### src/rtl/vstep_pkg.sv
package vstep_pkg;

  // Strobes from the sequencer to the datapath.
  typedef struct packed {
    logic load;     // take the clamped initial code
    logic capture;  // register the reading-minus-threshold difference
    logic apply;    // step the setpoint from the captured difference
  } strobes_t;

  typedef enum logic [1:0] {
    ST_INIT,
    ST_WAIT,
    ST_EVAL,
    ST_APPLY
  } ctrlState_t;

  typedef enum logic [2:0] {
    CLS_HOLD,
    CLS_UP,
    CLS_DN_SMALL,
    CLS_DN_MID,
    CLS_DN_BIG
  } stepCls_t;

endpackage

### src/rtl/vstep_timer.sv
module vstep_timer #(
  parameter int TICK_CYCLES = 10_000_000
) (
  input  logic clk,
  input  logic rstN,
  output logic tick
);
  localparam int CNT_W = (TICK_CYCLES > 1) ? $clog2(TICK_CYCLES) : 1;
  localparam logic [CNT_W-1:0] LAST = CNT_W'(TICK_CYCLES - 1);

  logic [CNT_W-1:0] count;

  always_ff @(posedge clk or negedge rstN) begin
    if (!rstN) begin
      count <= '0;
      tick  <= 1'b0;
    end else if (count == LAST) begin
      count <= '0;
      tick  <= 1'b1;
    end else begin
      count <= count + 1'b1;
      tick  <= 1'b0;
    end
  end
endmodule

### src/rtl/vstep_seq.sv
module vstep_seq
  import vstep_pkg::*;
(
  input  logic     clk,
  input  logic     rstN,
  input  logic     tick,
  output strobes_t strobes
);
  ctrlState_t state, stateNext;

  always_ff @(posedge clk or negedge rstN) begin
    if (!rstN) state <= ST_INIT;
    else       state <= stateNext;
  end

  always_comb begin
    stateNext = state;
    strobes   = '0;
    unique case (state)
      ST_INIT: begin
        strobes.load = 1'b1;
        stateNext    = ST_WAIT;
      end
      ST_WAIT: begin
        if (tick) stateNext = ST_EVAL;
      end
      ST_EVAL: begin
        strobes.capture = 1'b1;
        stateNext       = ST_APPLY;
      end
      ST_APPLY: begin
        strobes.apply = 1'b1;
        stateNext     = ST_WAIT;
      end
      default: stateNext = ST_INIT;
    endcase
  end
endmodule

### src/rtl/vstep_datapath.sv
module vstep_datapath
  import vstep_pkg::*;
#(
  parameter int SENSOR_W   = 8,
  parameter int MARGIN_W   = 4,
  parameter int CODE_W     = 9,
  parameter int NUM_LIMITS = 4,
  parameter int BIG_BAND   = 8,
  parameter int MID_BAND   = 3,
  parameter int BIG_DN     = 10,
  parameter int MID_DN     = 2,
  parameter int SMALL_DN   = 1,
  parameter int UP_STEP    = 2
) (
  input  logic                                 clk,
  input  logic                                 rstN,
  input  strobes_t                             strobes,
  input  logic [SENSOR_W-1:0]                  sensorCode,
  input  logic [NUM_LIMITS-1:0][SENSOR_W-1:0]  limits,
  input  logic [MARGIN_W-1:0]                  safetyMargin,
  input  logic [CODE_W-1:0]                    initCode,
  input  logic [CODE_W-1:0]                    minCode,
  input  logic [CODE_W-1:0]                    maxCode,
  output logic [CODE_W-1:0]                    voltCode,
  output logic                                 voltValid
);
  // Threshold needs one bit over the sensor; the difference one more for sign.
  localparam int THR_W  = SENSOR_W + 1;
  localparam int DIFF_W = THR_W + 1;
  localparam int SUM_W  = CODE_W + 2;

  // Running maximum over the calibrated limits.
  logic [SENSOR_W-1:0] runMax [NUM_LIMITS];
  assign runMax[0] = limits[0];
  for (genvar g = 1; g < NUM_LIMITS; g++) begin : g_max
    assign runMax[g] = (limits[g] > runMax[g-1]) ? limits[g] : runMax[g-1];
  end

  logic [THR_W-1:0]         threshold;
  logic signed [DIFF_W-1:0] diffNow;
  logic signed [DIFF_W-1:0] diffReg;

  assign threshold = {1'b0, runMax[NUM_LIMITS-1]} + THR_W'(safetyMargin);
  assign diffNow   = $signed({2'b00, sensorCode}) - $signed({1'b0, threshold});

  always_ff @(posedge clk or negedge rstN) begin
    if (!rstN)               diffReg <= '0;
    else if (strobes.capture) diffReg <= diffNow;
  end

  // Band classification of the captured difference.
  stepCls_t cls;
  always_comb begin
    if (diffReg > $signed(DIFF_W'(BIG_BAND)))      cls = CLS_DN_BIG;
    else if (diffReg > $signed(DIFF_W'(MID_BAND))) cls = CLS_DN_MID;
    else if (diffReg > $signed(DIFF_W'(0)))        cls = CLS_DN_SMALL;
    else if (diffReg == $signed(DIFF_W'(0)))       cls = CLS_HOLD;
    else                                           cls = CLS_UP;
  end

  logic signed [SUM_W-1:0] delta;
  always_comb begin
    unique case (cls)
      CLS_DN_BIG:   delta = -$signed(SUM_W'(BIG_DN));
      CLS_DN_MID:   delta = -$signed(SUM_W'(MID_DN));
      CLS_DN_SMALL: delta = -$signed(SUM_W'(SMALL_DN));
      CLS_UP:       delta =  $signed(SUM_W'(UP_STEP));
      default:      delta = '0;
    endcase
  end

  function automatic logic [CODE_W-1:0] clampCode(
    input logic signed [SUM_W-1:0] cand,
    input logic [CODE_W-1:0]       lo,
    input logic [CODE_W-1:0]       hi
  );
    if (cand < $signed({2'b00, lo}))      return lo;
    else if (cand > $signed({2'b00, hi})) return hi;
    else                                  return cand[CODE_W-1:0];
  endfunction

  logic signed [SUM_W-1:0] stepped;
  logic [CODE_W-1:0]       stepClamped;
  logic [CODE_W-1:0]       initClamped;

  assign stepped     = $signed({2'b00, voltCode}) + delta;
  assign stepClamped = clampCode(stepped, minCode, maxCode);
  assign initClamped = clampCode($signed({2'b00, initCode}), minCode, maxCode);

  always_ff @(posedge clk or negedge rstN) begin
    if (!rstN) begin
      voltCode  <= '0;
      voltValid <= 1'b0;
    end else begin
      voltValid <= strobes.load | strobes.apply;
      if (strobes.load)       voltCode <= initClamped;
      else if (strobes.apply) voltCode <= stepClamped;
    end
  end
endmodule

### src/rtl/vstep_ctrl.sv
module vstep_ctrl
  import vstep_pkg::*;
#(
  parameter int TICK_CYCLES = 10_000_000,
  parameter int SENSOR_W    = 8,
  parameter int MARGIN_W    = 4,
  parameter int CODE_W      = 9
) (
  input  logic                clk,
  input  logic                rstN,
  input  logic [SENSOR_W-1:0] sensorCode,
  input  logic [SENSOR_W-1:0] limStaticDelay,
  input  logic [SENSOR_W-1:0] limDynDelay,
  input  logic [SENSOR_W-1:0] limStaticIo,
  input  logic [SENSOR_W-1:0] limDynIo,
  input  logic [MARGIN_W-1:0] safetyMargin,
  input  logic [CODE_W-1:0]   initCode,
  input  logic [CODE_W-1:0]   minCode,
  input  logic [CODE_W-1:0]   maxCode,
  output logic [CODE_W-1:0]   voltCode,
  output logic                voltValid
);
  localparam int NUM_LIMITS = 4;

  logic                                tick;
  strobes_t                            strobes;
  logic [NUM_LIMITS-1:0][SENSOR_W-1:0] limits;

  assign limits = {limDynIo, limStaticIo, limDynDelay, limStaticDelay};

  vstep_timer #(.TICK_CYCLES(TICK_CYCLES)) u_timer (
    .clk  (clk),
    .rstN (rstN),
    .tick (tick)
  );

  vstep_seq u_seq (
    .clk     (clk),
    .rstN    (rstN),
    .tick    (tick),
    .strobes (strobes)
  );

  vstep_datapath #(
    .SENSOR_W   (SENSOR_W),
    .MARGIN_W   (MARGIN_W),
    .CODE_W     (CODE_W),
    .NUM_LIMITS (NUM_LIMITS)
  ) u_dp (
    .clk          (clk),
    .rstN         (rstN),
    .strobes      (strobes),
    .sensorCode   (sensorCode),
    .limits       (limits),
    .safetyMargin (safetyMargin),
    .initCode     (initCode),
    .minCode      (minCode),
    .maxCode      (maxCode),
    .voltCode     (voltCode),
    .voltValid    (voltValid)
  );
endmodule

### config.mk
export PLATFORM = sky130hd
export DESIGN_NAME = vstep_ctrl
export DESIGN_NICKNAME = d
export VERILOG_FILES = /design/src/rtl/vstep_pkg.sv /design/src/rtl/vstep_timer.sv /design/src/rtl/vstep_seq.sv /design/src/rtl/vstep_datapath.sv /design/src/rtl/vstep_ctrl.sv
export SDC_FILE = /design/constraint.sdc
export NUM_CORES = 1
export LEC_CHECK = 0
export ABC_CLOCK_PERIOD_IN_PS = 5700
export BUFFER_PORTS_ARGS = -buffer_cell sky130_fd_sc_hd__clkbuf_2
export CORE_ASPECT_RATIO = 1.2
export CORE_MARGIN = 5
export CORE_UTILIZATION = 25
export CTS_CLUSTER_SIZE = 10
export DETAILED_ROUTE_END_ITERATION = 12
export HOLD_SLACK_MARGIN = 0.08
export PLACE_DENSITY = 0.46
export SLEW_MARGIN = 15
export SYNTH_ARGS = -nofsm -noshare
export SYNTH_HDL_FRONTEND = slang
export SYNTH_SLANG_ARGS = --single-unit
### constraint.sdc
create_clock -name clk -period 5.7 [get_ports clk]
set_input_delay 0.57 -clock clk [delete_from_list [all_inputs] [get_ports clk]]
set_output_delay 0.57 -clock clk [all_outputs]
set_load 0.005 [all_outputs]
## Word level (Yosys, flattened, before mapping)

Index checks and enable logic that the tools add are counted.

| storage, ports and cells | value |
|---|---|
| word-level logic and storage cells | 55 |
| register bits after elaboration | 47 |

| operators by class | value |
|---|---|
| bitwise operators | 1 |
| reductions and logical operators | 4 |
| multiplexer cells | 21 |
| $lt $le $gt $ge | 10 |
| eq/ne operators | 9 |
| $add $sub $neg | 4 |

Operators by type and width:

| operator | count |
|---|---|
| two-way mux 9 bit | 6 |
| one-hot mux 11 bit (4 select lines) | 1 |
| adder 24 x 1 -> 24 bit (second input constant) | 1 |
| == test 24 bit (second input constant) | 1 |
| greater-than comparator 8 bit | 3 |
| two-way mux 24 bit | 1 |
| two-way mux 8 bit | 3 |
| adder 10 x 11 -> 11 bit | 1 |
| greater-than comparator 11 x 10 -> 1 bit | 1 |
| less-than comparator 11 x 10 -> 1 bit | 1 |
| greater-than comparator 10 x 1 -> 1 bit (second input constant) | 1 |
| greater-than comparator 10 x 3 -> 1 bit (second input constant) | 1 |
| greater-than comparator 10 x 5 -> 1 bit (second input constant) | 1 |
| logical NOT 10 bit | 1 |
| subtractor 8 x 9 -> 10 bit | 1 |
| adder 8 x 4 -> 9 bit | 1 |
| greater-than comparator 9 bit | 1 |
| less-than comparator 9 bit | 1 |
| two-way mux 3 bit | 3 |
| == test 3 x 2 -> 1 bit (second input constant) | 2 |
| one-hot mux 2 bit (3 select lines) | 1 |
| two-way mux 1 bit | 5 |
| == test 2 bit (second input constant) | 2 |
| == test 3 x 1 -> 1 bit (second input constant) | 1 |
| 8 further kinds | 8 |

## Depth between registers and ports, before layout

Gate-level depths: netlist (run 1).

| logic depth | value |
|---|---|
| word-level depth | 13 |
| mapped depth | 41 |
| depth with buffers taken out | 39 |

## Hierarchy

From an unflattened synthesis (run 1), not the netlist that was laid out.

| second synthesis, totals | value |
|---|---|
| cells, all modules | 616 |
| area, all modules | 5361.4 um^2 |

By module, submodules not included:

| module | times used | area each (um^2) | sequential area each (um^2) | cells each |
|---|---|---|---|---|
| vstep_datapath | 1 | 4055.1 | 500.5 | 500 |
| vstep_timer | 1 | 1172.4 | 625.6 | 105 |
| vstep_seq | 1 | 133.9 | 50.0 | 11 |

## Worst setup path after synthesis (run 1)

Ideal clock, no wire load.

| path | value |
|---|---|
| path type | in2reg |
| start point | in limStaticDelay[1] |
| end point | reg u_dp.diffReg[8] |
| data required time | 5568 ps |
| cell stages on the path | 41 |
| slack | -1704 ps |
| data arrival time | 7272 ps |
| buffers on the path | 2 |
| cell sequence | inv_1 > ha_1 > nor2b_1 > o211ai_2 > a21oi_4 > nor2_2 > mux2_2 > inv_1 > ha_1 > and4_1 > and2_1 > and3_1 > o211ai_1 > o211ai_1 > a21o_1 > buf_6 > mux2_4 > inv_1 > (+5 left out) > nand2b_1 > a221oi_1 > a41o_1 > buf_2 > mux2i_1 > fa_1 > inv_1 > ha_1 > nor2_1 > fa_1 > nor2b_1 > o21ai_0 > a21boi_0 > o21ai_0 > a21oi_1 > o21ai_0 > nand3_1 > o211ai_1 |

| on the way | value |
|---|---|
| cells in the longest elaborated chain, start to end | 8 |

Ends and longest elaborated chain:

| what | RTL line | RTL |
|---|---|---|
| start: declaration | vstep_ctrl.sv:12 | `input logic [SENSOR_W-1:0] limStaticDelay,` |
| greater-than comparator 8 bit | vstep_datapath.sv:36 | `assign runMax[g] = (limits[g] > runMax[g-1]) ? limits[g] : runMax[g-1];` |
| two-way mux 8 bit * | vstep_datapath.sv:36 |  |
| greater-than comparator 8 bit | vstep_datapath.sv:36 |  |
| two-way mux 8 bit * | vstep_datapath.sv:36 |  |
| greater-than comparator 8 bit | vstep_datapath.sv:36 |  |
| two-way mux 8 bit * | vstep_datapath.sv:36 |  |
| adder 8 x 4 -> 9 bit * | vstep_datapath.sv:43 | `assign threshold = {1'b0, runMax[NUM_LIMITS-1]} + THR_W'(safetyMargin);` |
| subtractor 8 x 9 -> 10 bit * | vstep_datapath.sv:44 | `assign diffNow = $signed({2'b00, sensorCode}) - $signed({1'b0, threshold});` |
| end signal: assignment | vstep_datapath.sv:48 | `else if (strobes.capture) diffReg <= diffNow;` |
| end: declaration | vstep_datapath.sv:41 | `logic signed [DIFF_W-1:0] diffReg;` |

Every way passes the cells marked *; elsewhere a longest branch is shown, timed or not.
A chain may end at the register's enable or synchronous reset.

## Final worst setup path (run 1)

| path | value |
|---|---|
| start point | in limStaticDelay[2] |
| end point | reg u_dp.diffReg[9] |

The elaborated chain is that of the path after synthesis.

==> results of run 1 <==
==> cells by family after synthesis <==
| kind of cell | Yosys count | synth area share [%] |
|---|---|---|
| xor gates and xnor gates | 29 | 5.01 |
| DFF | 47 | 23.2 |
| buffers and inverters | 91 | 6.93 |
| AOI/OAI and AO/OA | 117 | 16.3 |
| muxes | 41 | 9.70 |
| and+or+nand+nor | 157 | 15.9 |
| adders and majority gates | 90 | 23.0 |
==> worst max path at each step <==
| stage | startpoint | to | slack [ns] | cells past startpoint |
|---|---|---|---|---|
| after CTS | limStaticDelay[3] | u_dp.diffReg[8]$_DFFE_PN0N_ | -1.29 | 38 |
| after floorplan | limStaticDelay[7] | u_dp.diffReg[8]$_DFFE_PN0N_ | -1.25 | 40 |
| after detailed placement | limStaticDelay[5] | u_dp.diffReg[8]$_DFFE_PN0N_ | -1.74 | 39 |
| final | limStaticDelay[2] | u_dp.diffReg[9]$_DFFE_PN0N_ | -1.20 | 36 |
| after global routing | limStaticDelay[2] | u_dp.diffReg[6]$_DFFE_PN0N_ | -1.61 | 38 |
| after global placement | limStaticDelay[5] | u_dp.diffReg[8]$_DFFE_PN0N_ | -1.58 | 39 |
==> what timing repair did <==
item,in CTS,in global routing
resized for setup,19,37
gates cloned,0,0
buffers inserted,10,4
setup endpoints to repair,10,10
pin swaps,25,25
==> cell type report <==
type | instances | area [um^2]
sequential | 47 | 1180
fill | 2095 | 13300
tap | 265 | 332
multi-input combinational | 434 | 3850
clock buffer | 5 | 125
clock inverter | 3 | 71.3
timing repair buffer | 140 | 915
inverter | 84 | 323
==> sequential cells by signal (all words and copies together) (netlist names) <==
name,cells
u_seq.state,2
u_dp.voltCode,9
u_dp.voltValid,1
u_dp.diffReg,10
u_timer.count,24
u_timer.tick,1
==> layer usage <==
metal	vias to the layer above	GRT usage, %	share of wire [%]
li1	2305	-	-
met1	2130	12.9	40
met2	105	21.0	52
met3	8	3.14	7.0
met4	0	2.65	1.1
met5	-	0	0
==> power groups by stage <==
stage	Combinational [mW]	Clock, mW	Sequential, mW
after floorplan	0.477	0	0.368
after global placement	0.708	0	0.373
after detailed placement	0.722	0	0.372
after CTS	0.790	0.403	0.366
after global routing	0.937	0.411	0.368
final	0.829	0.390	0.366
==> metrics by stage <==
step | setup WS, ns | power (mW)
floorplan | -1.25 | 0.845
global placement | -1.58 | 1.08
detailed placement | -1.74 | 1.09
CTS | -1.29 | 1.56
global route | -1.61 | 1.72
finish | -1.20 | 1.58
==> placed cells by master (no fill, tap or decap), types with 7 or more instances in the layout <==
cell,count
nand3_1,19
mux2i_1,11
nand2_1,31
nor3_1,7
ha_4,13
nor2_1,39
mux2_2,13
buf_6,9
a21o_1,9
a22oi_1,9
xor2_1,11
inv_2,7
o21a_1,9
ha_1,70
mux2_4,16
o21ai_0,13
o221ai_1,8
buf_4,55
xnor2_1,18
and3_1,10
dfrtp_1,47
inv_1,74
clkbuf_2,74
a21oi_1,13
o21ai_1,8
==> results.sh, run 1 <==
export IMPL_outcome="finished, violations left"
export IMPL_violations="setup timing"
export IMPL_synth_warnings=0
export IMPL_diodes=0
export IMPL_yosysTopAreaCell="dfrtp_1"
export IMPL_clock_skew_ns=0.00580
export IMPL_worst_pin_slew_ns=1.16
export IMPL_clk_latency_ns=0.30
export IMPL_crit_path_frequent_cell="o21a_1"
export IMPL_max_cap_violations=0
export IMPL_cp_data_required_time_ns=5.89
export IMPL_dpl_instance_area_um2=6230
export IMPL_layout_cells_non_filler=978
export IMPL_fin_area_um2=6790
export IMPL_syn_avg_cell_area_um2=8.86
export IMPL_hold_buffers=0
export IMPL_synthCells=572
export IMPL_yosysTopAreaCellShare_pct=23.2
export IMPL_powerDensity_nw_per_um2=233
export IMPL_globalRouteTotalUtil_pct=11.4
export IMPL_fin_util_pct=33.8
export IMPL_final_min_clock_period_ns=6.90
export IMPL_setup_viol=10
export IMPL_die_height_um=166
export IMPL_hold_class="in2async"
export IMPL_switchingPower_uw=530
export IMPL_clk_pin_slew_ns=0.07
export IMPL_pwr_share_clk_pct=24.6
export IMPL_cts_tree="yes"
export IMPL_arrival_ns=7.09
export IMPL_clk_path_buf_depth=2
export IMPL_endpoint_kind="register"
export IMPL_r2r_start="u_dp.diffReg[8]$_DFFE_PN0N_"
export IMPL_vdd_drop_max_v=0.000114
export IMPL_overflow=0
export IMPL_holdWs_ns=0.368
export IMPL_rows=57
export IMPL_antenna_left=0
export IMPL_ff2ff_path_depth=19
export IMPL_max_freq_mhz=145
export IMPL_grt_max_degree=48
export IMPL_area_growth_pct=33.9
export IMPL_yosys_top_cells_area="dfrtp_1 23%, ha_1 21%, inv_1 6.2%, mux2_2 3.8%, mux2_4 3.6%"
export IMPL_via_per_inst=4.65
export IMPL_hold_violations=0
export IMPL_worstSetupStartpointType="input port"
export IMPL_slowest_delay_ns=0.49
export IMPL_numCtsBuffers=5
export IMPL_cts_htree_levels=2
export IMPL_p_int_mw=1.05
export IMPL_hpwl_um=11300
export IMPL_synth_ff_type="dfrtp_1"
export IMPL_fin_nets=875
export IMPL_combPwrFrac_pct=52.3
export IMPL_ios=83
export IMPL_drt_initial_drc_count=126
export IMPL_wl_per_cell_um=13.6
export IMPL_drc=0
export IMPL_critPathTopFamily="compound AO/OA/AOI/OAI gates"
export IMPL_setup_ws_ns=-1.20
export IMPL_ys_ff_latch=47
export IMPL_synthesis_nets=735
export IMPL_num_vias=4548
export IMPL_cp_max_fo=6
export IMPL_numClockSinks=47
export IMPL_grt_pass1_wl_um=22500
export IMPL_yosys_top_cells_count="85 x ha_1, 84 x inv_1, 47 x dfrtp_1"
export IMPL_slew_viol_final=0
export IMPL_die_w_um=140
export IMPL_tns_ns=-8.98
export IMPL_cpMaxStageDelayCell="fa_1"
export IMPL_totalWireLength_um=13300
export IMPL_synth_edff_count=0
export IMPL_sw_frac_of_total_pct=33.5
export IMPL_r2r_end="u_dp.voltCode[8]$_DFFE_PN0P_"
export IMPL_netlist_area_um2=5070
export IMPL_place_inst=956
export IMPL_critPathBufInv=7
export IMPL_cts_root_buf="clkbuf_16"
export IMPL_die_area_um2=23200
export IMPL_relSlewSlack_pct=22.7
export IMPL_grt_pass1_vias=4876
export IMPL_grt_antenna_before_repair=0
export IMPL_synth_most_common_cell="ha_1"
export IMPL_drive_above_1_share_pct=33.7
export IMPL_p_leak_nw=3.42
export IMPL_ys_seq_area_share_pct=23.2
export IMPL_dr_pass1_iters=4
export IMPL_seqPwrFrac_pct=23.1
export IMPL_async_reset_ff_share_pct=100
export IMPL_core_um2=20100
export IMPL_start_util_pct=25.2
export IMPL_synth_distinct_cells=64
export IMPL_finalCritPeriodShare_pct=121
export IMPL_rrSetupSlack_ns=0.77
export IMPL_critPathKind="in2reg"
export IMPL_rsz0062_at_grt="yes"
export IMPL_portBuffers=82
export IMPL_gp_congestion=0.771
No activity file was read; power rests on OpenSTA's default activity.
==> inputs of run 2 (changes only) <==
Settings changed: CORE_UTILIZATION 25 to 58, MAX_ROUTING_LAYER from default to met4, PLACE_DENSITY 0.46 to 0.86.
==> run 2 against run 1 <==
  * The run still ends with setup timing left
  * Setup slack got worse by 0.20 ns
  * Combinational power is 7.7% higher
  * Die area down 54%
  * Wire length up 8.6%
  * Clock power shrank 45%
  * Final cell count shrank 15%
  * Power decreased by 6.9%
  * Critical path type unchanged
  * Highest routed layer unchanged
==> results.sh, run 2 (same netlist as run 1, synthesis figures left out) <==
export IMPL_setup_viol=10
export IMPL_die_height_um=112
export IMPL_max_cap_violations=0
export IMPL_diodes=0
export IMPL_globalRouteTotalUtil_pct=26.4
export IMPL_totalWireLength_um=14500
export IMPL_drt_initial_drc_count=305
export IMPL_hold_class="in2async"
export IMPL_critPathKind="in2reg"
export IMPL_regMostFlops="u_timer.count"
export IMPL_tns_ns=-10.45
export IMPL_cp_max_fo=7
export IMPL_violations="setup timing"
export IMPL_place_inst=802
export IMPL_finalCritPeriodShare_pct=125
export IMPL_powerDensity_nw_per_um2=224
export IMPL_clk_pin_slew_ns=0.09
export IMPL_grt_pass1_wl_um=22200
export IMPL_relSlewSlack_pct=18.5
export IMPL_fin_nets=873
export IMPL_overflow=0
export IMPL_cts_root_buf="clkbuf_8"
export IMPL_drc=0
export IMPL_numCtsBuffers=5
export IMPL_final_common_cell="inv_1"
export IMPL_setup_ws_ns=-1.40
export IMPL_rsz0062_at_grt="yes"
export IMPL_num_vias=4841
export IMPL_largest_reg_flops=24
export IMPL_numClockSinks=47
export IMPL_p_leak_nw=3.36
export IMPL_outcome="finished, violations left"
export IMPL_worstSetupStartpointType="input port"
export IMPL_slowest_delay_ns=0.50
export IMPL_arrival_ns=7.30
export IMPL_rows=37
export IMPL_fin_area_um2=6580
export IMPL_max_freq_mhz=141
export IMPL_die_area_um2=10700
export IMPL_worst_pin_slew_ns=1.22
export IMPL_ios=83
export IMPL_drive_above_1_share_pct=34.9
export IMPL_wl_per_cell_um=17.5
export IMPL_grt_max_degree=48
export IMPL_cts_htree_levels=2
export IMPL_hpwl_um=10200
export IMPL_core_um2=8560
export IMPL_cp_data_required_time_ns=5.90
export IMPL_start_util_pct=59.2
export IMPL_slew_viol_final=0
export IMPL_hold_buffers=0
export IMPL_area_growth_pct=29.8
export IMPL_cts_tree="yes"
export IMPL_gp_congestion=0.921
export IMPL_clk_latency_ns=0.30
export IMPL_die_w_um=95.4
export IMPL_mostFrequentLayoutCells="71 x inv_1, 69 x clkbuf_2, 68 x ha_1"
export IMPL_crit_path_frequent_cell="o21a_1"
export IMPL_grt_pass1_vias=5060
export IMPL_top_regs="u_timer.count x24, u_dp.diffReg x10, u_dp.voltCode x9"
export IMPL_via_per_inst=5.85
export IMPL_endpoint_kind="register"
export IMPL_clk_path_buf_depth=2
export IMPL_antenna_left=0
export IMPL_dr_pass1_iters=8
export IMPL_cpMaxStageDelayCell="fa_1"
export IMPL_clock_skew_ns=0.00804
export IMPL_hold_violations=0
export IMPL_grt_antenna_before_repair=0
export IMPL_final_min_clock_period_ns=7.10
export IMPL_dpl_instance_area_um2=6000
export IMPL_vdd_drop_max_v=0.000156
export IMPL_portBuffers=82
export IMPL_layout_cells_non_filler=828
-- run 2: cell count changes in the layout (fill, tap and decap cells not counted), moves of 3 or more --
cell and delta:
inv_1 -3, clkbuf_8 +6, buf_6 +3, ha_4 +3, clkbuf_16 -5, clkbuf_2 -5
-- run 2: cell type report --
class	instances	area, um^2
sequential	47	1180
clock inverter	2	16.3
fill	538	1980
multi-input combinational	434	3910
inverter	84	325
clock buffer	6	82.6
tap	117	146
timing repair buffer	138	921
-- run 2: per-stage QoR --
stage	util, %	power, mW	setup WS (ns)	hold slack [ns]
2_1_floorplan	-	0.845	-1.25	0.274
3_3_place_gp	70.0	1.04	-1.43	0.443
3_5_place_dp	70.0	1.07	-1.69	0.466
4_1_cts	74.3	1.37	-1.13	0.478
5_1_grt	76.8	1.58	-1.71	0.309
6_report	76.8	1.48	-1.40	0.261
-- run 2: worst max-delay path: cells and delay by family --
family	cells	cell delay, ns
buffers and inverters	8	0.72
AO/OA/AOI/OAI	16	2.78
multiplexers	3	0.95
adder cells (fa/ha/maj)	5	1.29
AND/OR/NAND/NOR	5	0.97
-- run 2: report_power, final --
| group | leakage [nW] | internal, mW | switching (mW) |
|---|---|---|---|
| Clock | 0.0474 | 0.0991 | 0.117 |
| Sequential | 0.582 | 0.350 | 0.0158 |
| Combinational | 2.73 | 0.469 | 0.424 |
| Total | 3.36 | 0.918 | 0.557 |
-- run 2: timing repair --
| action | 4_1_cts | 5_1_grt |
|---|---|---|
| endpoints found under the setup margin | 10 | 10 |
| resized for setup | 23 | 57 |
| setup buffers | 21 | 3 |
| pin swaps | 34 | 18 |
-- run 2: layer usage --
layer / global-route usage (%) / vias up / wire length, um
met5: - / - / 0
met4: 8.95 / 0 / 603
met3: 2.95 / 60 / 767
met2: 48.4 / 215 / 7720
met1: 28.9 / 2257 / 5370
li1: - / 2309 / -
-- run 2: path summary, 6_finish.rpt --
kind                                             startpoint                            to  slack [ns]  depth (start not counted)
worst min register to register       u_timer.tick$_DFF_PN0_    u_seq.state[1]$_DFFE_PN0P_        0.47                          1
max in group asynchronous                              rstN   u_dp.diffReg[1]$_DFFE_PN0N_        5.03                          1
min in group clk                     u_timer.tick$_DFF_PN0_    u_seq.state[1]$_DFFE_PN0P_        0.47                          1
worst max-delay path                      limStaticDelay[1]   u_dp.diffReg[9]$_DFFE_PN0N_       -1.40                         37
worst max register to register  u_dp.diffReg[8]$_DFFE_PN0N_  u_dp.voltCode[8]$_DFFE_PN0P_        0.71                         20
worst min-delay path                                   rstN  u_dp.voltCode[7]$_DFFE_PN0P_        0.26                          1
==> inputs of run 3 (changes only) <==
Settings changed: CORE_UTILIZATION 58 to 55, PLACE_DENSITY 0.86 to 0.82.
==> run 3 against run 2 <==
  * Non-clock buffer count stayed put
  * Sequential cell count stayed put
  * Fmax is 1.9% higher
  * Largest power group unchanged
  * Clock power hardly changed
  * The flow still finishes with violations (setup timing)
  * Register-to-register slack better by 0.17 ns
  * Final cell count is 0.36% higher
  * Design area is 1.0% lower
  * Sequential power hardly changed
==> results.sh, run 3 (same netlist as run 1, synthesis figures left out) <==
export IMPL_core_um2=9030
export IMPL_ios=83
export IMPL_hpwl_um=10200
export IMPL_grt_pass1_vias=4932
export IMPL_tns_ns=-9.62
export IMPL_finalCritPeriodShare_pct=122
export IMPL_globalRouteTotalUtil_pct=23.4
export IMPL_drc=0
export IMPL_dr_pass1_iters=5
export IMPL_num_vias=4661
export IMPL_vdd_drop_max_v=0.000129
export IMPL_grt_pass1_wl_um=21500
export IMPL_clk_pin_slew_ns=0.09
export IMPL_cts_root_buf="clkbuf_8"
export IMPL_antenna_left=0
export IMPL_numCtsBuffers=5
export IMPL_cpMaxStageDelayCell="fa_1"
export IMPL_hold_violations=0
export IMPL_combPwrFrac_pct=58.8
export IMPL_wl_per_cell_um=15.6
export IMPL_top_regs="u_timer.count x24, u_dp.diffReg x10, u_dp.voltCode x9"
export IMPL_outcome="finished, violations left"
export IMPL_totalWireLength_um=13000
export IMPL_setup_viol=10
export IMPL_worst_pin_slew_ns=1.13
export IMPL_violations="setup timing"
export IMPL_p_leak_nw=3.35
export IMPL_final_min_clock_period_ns=6.96
export IMPL_hold_class="in2async"
export IMPL_ff2ff_path_depth=19
export IMPL_p_int_uw=888
export IMPL_clock_skew_ns=0.00521
export IMPL_r2r_start="u_dp.diffReg[8]$_DFFE_PN0N_"
export IMPL_rsz0062_at_grt="yes"
export IMPL_critPathKind="in2reg"
export IMPL_setup_ws_ns=-1.26
export IMPL_dpl_instance_area_um2=6020
export IMPL_nFillCells=660
export IMPL_overflow=0
export IMPL_rows=38
export IMPL_max_freq_mhz=144
export IMPL_clk_latency_ns=0.31
export IMPL_cp_data_required_time_ns=5.92
export IMPL_critPathLaunch="limStaticDelay[6]"
export IMPL_drt_initial_drc_count=200
export IMPL_seqPwrFrac_pct=25.8
export IMPL_fin_area_um2=6510
export IMPL_endpoint_kind="register"
export IMPL_fin_nets=873
export IMPL_rrSetupSlack_ns=0.88
export IMPL_slew_viol_final=0
export IMPL_r2r_end="u_dp.voltCode[8]$_DFFE_PN0P_"
export IMPL_gp_congestion=0.962
export IMPL_crit_end="u_dp.diffReg[9]$_DFFE_PN0N_"
export IMPL_sw_frac_of_total_pct=37.3
export IMPL_die_area_um2=11200
export IMPL_cts_htree_levels=2
export IMPL_die_height_um=115
export IMPL_pwr_share_clk_pct=15.4
export IMPL_diodes=0
export IMPL_clk_path_buf_depth=2
export IMPL_switchingPower_uw=528
export IMPL_layout_cells_non_filler=831
export IMPL_cp_max_fo=6
export IMPL_powerDensity_nw_per_um2=217
export IMPL_die_w_um=97.6
export IMPL_cts_tree="yes"
export IMPL_start_util_pct=56.1
export IMPL_worstSetupStartpointType="input port"
export IMPL_final_common_cell="clkbuf_2"
export IMPL_relSlewSlack_pct=24.8
export IMPL_via_per_inst=5.61
export IMPL_slowest_delay_ns=0.49
export IMPL_grt_antenna_before_repair=0
export IMPL_mostFrequentLayoutCells="74 x clkbuf_2, 69 x inv_1, 67 x ha_1"
export IMPL_finalPower_mw=1.42
export IMPL_grt_max_degree=48
export IMPL_arrival_ns=7.18
export IMPL_numClockSinks=47
export IMPL_area_growth_pct=28.5
export IMPL_regMostFlops="u_timer.count"
export IMPL_drive_above_1_share_pct=34.7
export IMPL_place_inst=807
export IMPL_largest_reg_flops=24
export IMPL_portBuffers=82
export IMPL_max_cap_violations=0
run 3: cell count changes in the layout (fill, tap and decap cells not counted), moves of 2 or more:
cell	previous run	this run
ha_2	1	3
inv_1	71	69
inv_4	4	2
inv_2	9	13
buf_6	12	8
o21ai_0	12	14
clkbuf_2	69	74
run 3: critical path: cells and delay by family:
kind | cells | cell delay, ns
buf+inv | 7 | 0.55
simple gates | 8 | 1.19
compound gates | 14 | 2.58
fa+ha+maj | 5 | 1.33
mux | 3 | 0.97
run 3: power by group through the flow:
stage | clock network (mW) | logic [mW] | registers, mW
6_report | 0.218 | 0.833 | 0.365
5_1_grt | 0.232 | 0.925 | 0.368
4_1_cts | 0.221 | 0.777 | 0.365
3_5_place_dp | 0 | 0.702 | 0.371
3_3_place_gp | 0 | 0.669 | 0.371
2_1_floorplan | 0 | 0.477 | 0.368
run 3: layout make-up:
class | count | area (um^2) | share of cell area (%)
Inverter | 84 | 320 | 4.92
Sequential cell | 47 | 1180 | 18.1
Clock buffer | 6 | 82.6 | 1.27
Tap cell | 120 | 150 | 2.31
Multi-Input combinational cell | 434 | 3870 | 59.5
Timing Repair Buffer | 138 | 896 | 13.8
Clock inverter | 2 | 13.8 | 0.211
run 3: worst min-delay path by stage:
stage                                           from                     endpoint  slack (ns)  cells past startpoint
after floorplan                                 rstN  u_dp.diffReg[0]$_DFFE_PN0N_        0.27                      0
after global placement        u_timer.tick$_DFF_PN0_   u_seq.state[1]$_DFFE_PN0P_        0.44                      1
after detailed placement  u_timer.count[0]$_DFF_PN0_   u_timer.count[0]$_DFF_PN0_        0.46                      1
after CTS                                       rstN  u_timer.count[14]$_DFF_PN0_        0.36                      2
after global routing                            rstN  u_timer.count[17]$_DFF_PN0_        0.39                      2
final                                           rstN  u_timer.count[18]$_DFF_PN0_        0.34                      2
run 3: repair_timing:
action,in CTS,in global routing
endpoints found under the setup margin,10,10
hold buffers,0,0
pin swaps,34,16
gates resized for setup,25,38
setup buffers,11,7
run 3: routing by layer:
metal	vias up	part of all wire, %	global-route usage [%]
li1	2306	-	-
met1	2196	40	25.4
met2	136	54	44.6
met3	23	4.1	2.55
met4	0	2.0	7.66
met5	-	0	-
run 3: per-stage QoR:
step | hold slack (ns) | utilization (%) | setup WS [ns]
final | 0.335 | 72.1 | -1.26
after floorplan | 0.274 | - | -1.25
after global routing | 0.392 | 72.1 | -1.65
after detailed placement | 0.460 | 66.6 | -1.71
after global placement | 0.443 | 66.6 | -1.43
after CTS | 0.356 | 70.3 | -1.19
